==> src/rtl/mwc_pkg.sv <==
// Shared types and helpers for the bus-matching width converter.
// Assumes the storage word splits evenly into four quarter slices.
package mwc_pkg;

    typedef enum logic [2:0] {
        MWC_W2W = 3'd0,
        MWC_W2H = 3'd1,
        MWC_W2Q = 3'd2,
        MWC_H2W = 3'd3,
        MWC_Q2W = 3'd4
    } mwc_mode_e;

    // Map a raw pin code to a legal pairing; unknown codes fall back to pass-through.
    function automatic mwc_mode_e mwc_legalize(input logic [2:0] raw);
        return (raw <= 3'd4) ? mwc_mode_e'(raw) : MWC_W2W;
    endfunction

    // Index of the last slice of one storage word (slices minus one).
    function automatic logic [1:0] mwc_last_idx(input mwc_mode_e m);
        case (m)
            MWC_W2H, MWC_H2W: return 2'd1;
            MWC_W2Q, MWC_Q2W: return 2'd3;
            default:          return 2'd0;
        endcase
    endfunction

    // True when narrow port words are gathered into storage words.
    function automatic logic mwc_is_pack(input mwc_mode_e m);
        return (m == MWC_H2W) || (m == MWC_Q2W);
    endfunction

    // True when the narrow side is a half word rather than a quarter word.
    function automatic logic mwc_is_half(input mwc_mode_e m);
        return (m == MWC_W2H) || (m == MWC_H2W);
    endfunction

endpackage

==> src/rtl/mwc_cfg.sv <==
// Configuration capture: samples the pairing and slice-order pins on every
// edge while master reset is low and holds them otherwise.
// Assumes the pins are stable in the last reset cycle.
module mwc_cfg
    import mwc_pkg::*;
(
    input  logic       clk,
    input  logic       mrst_n,
    input  logic [2:0] pin_mode,
    input  logic       pin_big,
    output mwc_mode_e  mode_q,
    output logic       big_q
);

    // Load the settings only while master reset is held.
    always_ff @(posedge clk) begin
        if (!mrst_n) begin
            mode_q <= mwc_legalize(pin_mode);
            big_q  <= pin_big;
        end
    end

endmodule

==> src/rtl/mwc_unpack.sv <==
// Unpacker: takes one storage word and emits it as 1, 2 or 4 slices on
// consecutive cycles. Ready rises in the last-slice cycle for gapless flow.
// Assumes last_idx and half change only while rst_n is low.
module mwc_unpack #(
    parameter int WORD_W = 36
) (
    input  logic              clk,
    input  logic              rst_n,
    input  logic [1:0]        last_idx,
    input  logic              half,
    input  logic              big,
    input  logic              wr_valid,
    input  logic [WORD_W-1:0] wr_data,
    output logic              wr_ready,
    output logic              rd_valid,
    output logic [WORD_W-1:0] rd_data
);

    localparam int H = WORD_W / 2;
    localparam int Q = WORD_W / 4;

    logic [WORD_W-1:0] hold;
    logic [1:0]        cnt;
    logic              busy;
    logic [1:0]        pos;
    logic              take;

    assign wr_ready = !busy || (cnt == last_idx);
    assign take     = wr_valid && wr_ready;
    assign rd_valid = busy;

    // Capture a new word or step through the slices of the held one.
    always_ff @(posedge clk) begin
        if (!rst_n) begin
            hold <= '0;
            cnt  <= '0;
            busy <= 1'b0;
        end else if (take) begin
            hold <= wr_data;
            cnt  <= '0;
            busy <= 1'b1;
        end else if (busy) begin
            if (cnt == last_idx) begin
                busy <= 1'b0;
            end else begin
                cnt <= cnt + 2'd1;
            end
        end
    end

    // Select the slice for the current step according to the slice order.
    always_comb begin
        pos     = big ? (last_idx - cnt) : cnt;
        rd_data = '0;
        if (last_idx == 2'd0) begin
            rd_data = hold;
        end else if (half) begin
            rd_data[H-1:0] = hold[H*pos[0] +: H];
        end else begin
            rd_data[Q-1:0] = hold[Q*pos +: Q];
        end
    end

endmodule

==> src/rtl/mwc_pack.sv <==
// Packer: gathers 2 or 4 narrow words into one storage word and presents
// it for one cycle after the final slice. Upper input bits are ignored.
// Assumes last_idx and half change only while rst_n is low.
module mwc_pack #(
    parameter int WORD_W = 36
) (
    input  logic              clk,
    input  logic              rst_n,
    input  logic [1:0]        last_idx,
    input  logic              half,
    input  logic              big,
    input  logic              wr_valid,
    input  logic [WORD_W-1:0] wr_data,
    output logic              st_valid,
    output logic [WORD_W-1:0] st_data
);

    localparam int H = WORD_W / 2;
    localparam int Q = WORD_W / 4;

    logic [WORD_W-1:0] acc;
    logic [WORD_W-1:0] merged;
    logic [1:0]        cnt;
    logic [1:0]        pos;

    // Place the incoming narrow word at its slot in the partial word.
    always_comb begin
        pos    = big ? (last_idx - cnt) : cnt;
        merged = acc;
        if (last_idx == 2'd0) begin
            merged = wr_data;
        end else if (half) begin
            merged[H*pos[0] +: H] = wr_data[H-1:0];
        end else begin
            merged[Q*pos +: Q] = wr_data[Q-1:0];
        end
    end

    // Accumulate slices and emit the finished word as a one-cycle pulse.
    always_ff @(posedge clk) begin
        if (!rst_n) begin
            acc      <= '0;
            cnt      <= '0;
            st_valid <= 1'b0;
            st_data  <= '0;
        end else begin
            st_valid <= 1'b0;
            if (wr_valid) begin
                if (cnt == last_idx) begin
                    st_data  <= merged;
                    st_valid <= 1'b1;
                    acc      <= '0;
                    cnt      <= '0;
                end else begin
                    acc <= merged;
                    cnt <= cnt + 2'd1;
                end
            end
        end
    end

endmodule

==> src/rtl/mwc_bus_match.sv <==
// Bus-matching width converter top: captures the pairing at master reset
// and steers traffic through either the packer or the unpacker.
// Assumes WORD_W is a multiple of four; both resets are synchronous.
module mwc_bus_match
    import mwc_pkg::*;
#(
    parameter int WORD_W = 36
) (
    input  logic              clk,
    input  logic              mrst_n,
    input  logic              prst_n,
    input  logic [2:0]        cfg_mode,
    input  logic              cfg_big_end,
    input  logic              in_valid,
    output logic              in_ready,
    input  logic [WORD_W-1:0] in_data,
    output logic              out_valid,
    output logic [WORD_W-1:0] out_data
);

    mwc_mode_e         cfg_mode_q;
    logic              cfg_big_q;
    logic              dp_rst_n;
    logic [1:0]        last_idx;
    logic              is_pack;
    logic              is_half;
    logic              up_ready;
    logic              up_valid;
    logic [WORD_W-1:0] up_data;
    logic              pk_valid;
    logic [WORD_W-1:0] pk_data;

    assign dp_rst_n = mrst_n && prst_n;
    assign last_idx = mwc_last_idx(cfg_mode_q);
    assign is_pack  = mwc_is_pack(cfg_mode_q);
    assign is_half  = mwc_is_half(cfg_mode_q);

    mwc_cfg u_cfg (
        .clk      (clk),
        .mrst_n   (mrst_n),
        .pin_mode (cfg_mode),
        .pin_big  (cfg_big_end),
        .mode_q   (cfg_mode_q),
        .big_q    (cfg_big_q)
    );

    mwc_unpack #(.WORD_W(WORD_W)) u_unpack (
        .clk      (clk),
        .rst_n    (dp_rst_n),
        .last_idx (last_idx),
        .half     (is_half),
        .big      (cfg_big_q),
        .wr_valid (in_valid && !is_pack),
        .wr_data  (in_data),
        .wr_ready (up_ready),
        .rd_valid (up_valid),
        .rd_data  (up_data)
    );

    mwc_pack #(.WORD_W(WORD_W)) u_pack (
        .clk      (clk),
        .rst_n    (dp_rst_n),
        .last_idx (last_idx),
        .half     (is_half),
        .big      (cfg_big_q),
        .wr_valid (in_valid && is_pack),
        .wr_data  (in_data),
        .st_valid (pk_valid),
        .st_data  (pk_data)
    );

    // Route the active direction to the block's ports.
    always_comb begin
        in_ready  = is_pack ? 1'b1 : up_ready;
        out_valid = is_pack ? pk_valid : up_valid;
        out_data  = is_pack ? pk_data : up_data;
    end

endmodule

==> config.mk <==
export PLATFORM = sky130hd
export DESIGN_NAME = mwc_bus_match
export DESIGN_NICKNAME = d
export VERILOG_FILES = /design/src/rtl/mwc_pkg.sv /design/src/rtl/mwc_cfg.sv /design/src/rtl/mwc_unpack.sv /design/src/rtl/mwc_pack.sv /design/src/rtl/mwc_bus_match.sv
export SDC_FILE = /design/constraint.sdc
export NUM_CORES = 1
export LEC_CHECK = 0
export ABC_AREA = 1
export BUFFER_PORTS_ARGS = -buffer_cell sky130_fd_sc_hd__clkbuf_2
export CAP_MARGIN = 25
export CELL_PAD_IN_SITES_DETAIL_PLACEMENT = 2
export CELL_PAD_IN_SITES_GLOBAL_PLACEMENT = 2
export CORE_ASPECT_RATIO = 0.9
export CORE_MARGIN = 10
export CORE_UTILIZATION = 34
export DETAILED_ROUTE_END_ITERATION = 10
export GPL_TIMING_DRIVEN = 0
export PLACE_DENSITY_LB_ADDON = 0.1
export SYNTH_ARGS = -nofsm -noshare
export SYNTH_HDL_FRONTEND = slang
export SYNTH_SLANG_ARGS = --single-unit
==> constraint.sdc <==
create_clock -name clk -period 8.7 [get_ports clk]
set_clock_uncertainty 0.15 [all_clocks]
set_input_delay 0.435 -clock clk [delete_from_list [all_inputs] [get_ports clk]]
set_output_delay 0.435 -clock clk [all_outputs]
set_load 0.005 [all_outputs]
==> metrics.csv <==
metric,value,unit
crit_cells,15,
fin_setup_tns,0,ns
dr_wl_met2,17600,um
path_max_fanout,11,
tightestPinTransition,0.767,ns
fillCellCount,2692,
clk_latency,0.44,ns
die_x,174,um
io_buffers,81,
detail-route-antenna-nets,0,
peakVddDrop,0.0000888,V
rr_worst_depth,15,
yosysUniqueCellTypes,35,
synth_top_area_share,31.4,%
synth-seq-cells,118,
layout-drive-gt1-share,12.9,%
fin_nets,1336,
cts_tree,built,
dpl.hpwl,28800,um
synth_fp_nets,1236,
relSlewSlack,48.9,%
die-area,27600,um^2
wl_per_cell,24.2,um
finalMaxSlewViolations,0,
crit_top_cell,nand2_1,
drt_iter0_markers,813,
finalSetupViolCount,0,
critPathMaxStageDelay,0.47,ns
hold_viol_final,0,
htreeDepth,4,
vias_per_cell,5.57,
cts_resized,0,
synth_async_sr_flop_share,0,%
cp-end-kind,flip-flop,
avgSynthCellArea,6.10,um^2
drc_errors,0,
cts_buffers,17,
cp_data_arrival_time,4.15,ns
antenna_found_initial,1,
cap_violations,0,
dpl_cell_area,8020,um^2
ctsLongestPathBuffers,2,
crit_buf_inv,2,
max_freq,0.254,GHz
final_common_cell,nand2_1,
final_cell_mix,"nand2_1, nand3_1, inv_1",
core,20900,um^2
yosysTopAreaCell,dfxtp_1,
p_per_area,207,nW/um^2
clkSlewWorstSetupHoldPaths,0.07,ns
p_leak,0.00384,uW
drt_pass1_iterations,5,
slowest_stage,edfxtp_1,
n_antenna_cell,0,
ys_seq_area_share,33.1,%
synth_edf_count,4,
hold_path_depth,1,
ioPinCount,82,
maxUsedRoutingLayer,met4,
yosys_warnings,0,
rsz0062_at_grt,false,
status,finished clean,
netlist_instances,1190,
synthesis.area,7260,um^2
rows,50,
gr-total-overflow,0,
grt_pass1_vias,9367,
met3_length,2250,um
synth_top_flop_cell,dfxtp_1,
grt_max_degree,17,
cts.sinks,118,
chipHeight,159,um
fin_total_pwr,1780,uW
cp_top_family,simple AND/OR/NAND/NOR gates,
grt_pass1_wl,57700,um
start_kind,flip-flop,
crit_chain,o21ai_0 -> nand2_1 -> o21ai_1 -> nand2_1 -> nand2_1 -> nand2_2 -> buf_4 -> ha_1 -> clkbuf_1 -> nand2_1 -> o21bai_1 -> nand3_1 -> o21ai_2 -> nand2_1 -> a21oi_1,
routed_wl,38400,um
crit_required,8.91,ns
area_growth,18.6,%
crit_type,reg2reg,
drt-met1-wl,17500,um
fin_crit,3.94,ns
fin_area,8610,um^2
hold_path_class,in2reg,
clockRootBuffer,clkbuf_16,
post_cts_buffers,0,
grt_usage,27.6,%
start_util,34.7,%
min_period_over_period,45.3,%
finalWeightedCongestion,0.880,
postCtsHoldBufs,0,
synth.area.top_cells,"dfxtp_1, nand2_1, nand3_1",
vias,8843,
## worst paths after layout
check / from / to / slack, ns
setup / recovery: u_cfg.mode_q[0]$_SDFFCE_PN0N_ / u_pack.acc[13]$_SDFFE_PN0P_ / 4.76
setup reg to reg: u_cfg.mode_q[0]$_SDFFCE_PN0N_ / u_pack.acc[13]$_SDFFE_PN0P_ / 4.76
hold reg to reg: u_pack.acc[12]$_SDFFE_PN0P_ / u_pack.acc[12]$_SDFFE_PN0P_ / 0.34
hold / removal: cfg_big_end / u_cfg.big_q$_DFFE_PN_ / 0.03
## logic make-up (layout without fill, tap and decap cells)
logic type,after synthesis,in the layout,synth area share (%)
AO/OA/AOI/OAI,275,275,20.3
XOR/XNOR,3,3,0.466
adder cells (fa/ha/maj),2,2,0.345
buffers and inverters,211,324,11.9
flip-flops,118,118,33.1
AND/OR/NAND/NOR,581,581,33.9
## cells in the mapped netlist, types with 5 or more instances
library cell,count
nand2_1,361
nand3_1,129
inv_1,127
dfxtp_1,114
a21oi_1,113
o21ai_0,80
nor2_1,66
clkbuf_1,46
o21ai_1,44
buf_2,15
a22oi_1,9
o21ai_2,9
o21bai_1,9
o22ai_1,9
buf_1,7
inv_2,6
nand4_1,6
buf_6,5
## flip-flops by register name, indices dropped and copies added, names as in the netlist
| signal | flops |
|---|---|
| u_pack.st_data | 36 |
| u_cfg.mode_q | 3 |
| u_pack.cnt | 2 |
| u_unpack.rd_valid | 1 |
| u_cfg.big_q | 1 |
| u_unpack.hold | 36 |
| u_pack.acc | 36 |
| u_unpack.cnt | 2 |
| u_pack.st_valid | 1 |
## routing by layer
layer | global-route usage [%] | up-vias
met5 | 0 | -
met4 | 8.38 | 0
met3 | 5.11 | 67
met2 | 45.7 | 275
met1 | 35.8 | 4447
li1 | - | 4054
## per-stage QoR
stage	instances	util (%)	hold WS, ns	setup slack (ns)
5_1_grt	1589	41.2	0.0225	4.47
6_report	1589	41.2	0.0262	4.76
2_1_floorplan	1190	-	0.307	5.88
4_1_cts	1589	41.2	0.0265	4.78
3_3_place_gp	1557	38.4	0.321	4.99
3_5_place_dp	1557	38.4	0.333	4.86
## layout make-up
class | count | area (um^2) | share of cell area [%]
Buffer | 75 | 353 | 4.10
Clock buffer | 18 | 450 | 5.23
Clock inverter | 14 | 138 | 1.60
Inverter | 136 | 510 | 5.93
Multi-Input combinational cell | 861 | 3990 | 46.4
Sequential cell | 118 | 2400 | 27.9
Tap cell | 286 | 358 | 4.16
Timing Repair Buffer | 81 | 405 | 4.71
## worst reg2reg max path: stages (launching register included)
cell and delay, ns:
edfxtp_1 0.47, o21ai_0 0.28, nand2_1 0.33, o21ai_1 0.22
nand2_1 0.07, nand2_1 0.12, nand2_2 0.14, buf_4 0.22
ha_1 0.34, clkbuf_1 0.42, nand2_1 0.35, o21bai_1 0.24
nand3_1 0.10, o21ai_2 0.14, nand2_1 0.08, a21oi_1 0.17
## report_power, final
group,total [uW],internal [uW],switching [uW]
sequential,578,563,15.3
clock,734,417,317
combinational,472,124,348
total,1780,1100,680
Power figures use the tool's default switching activity.
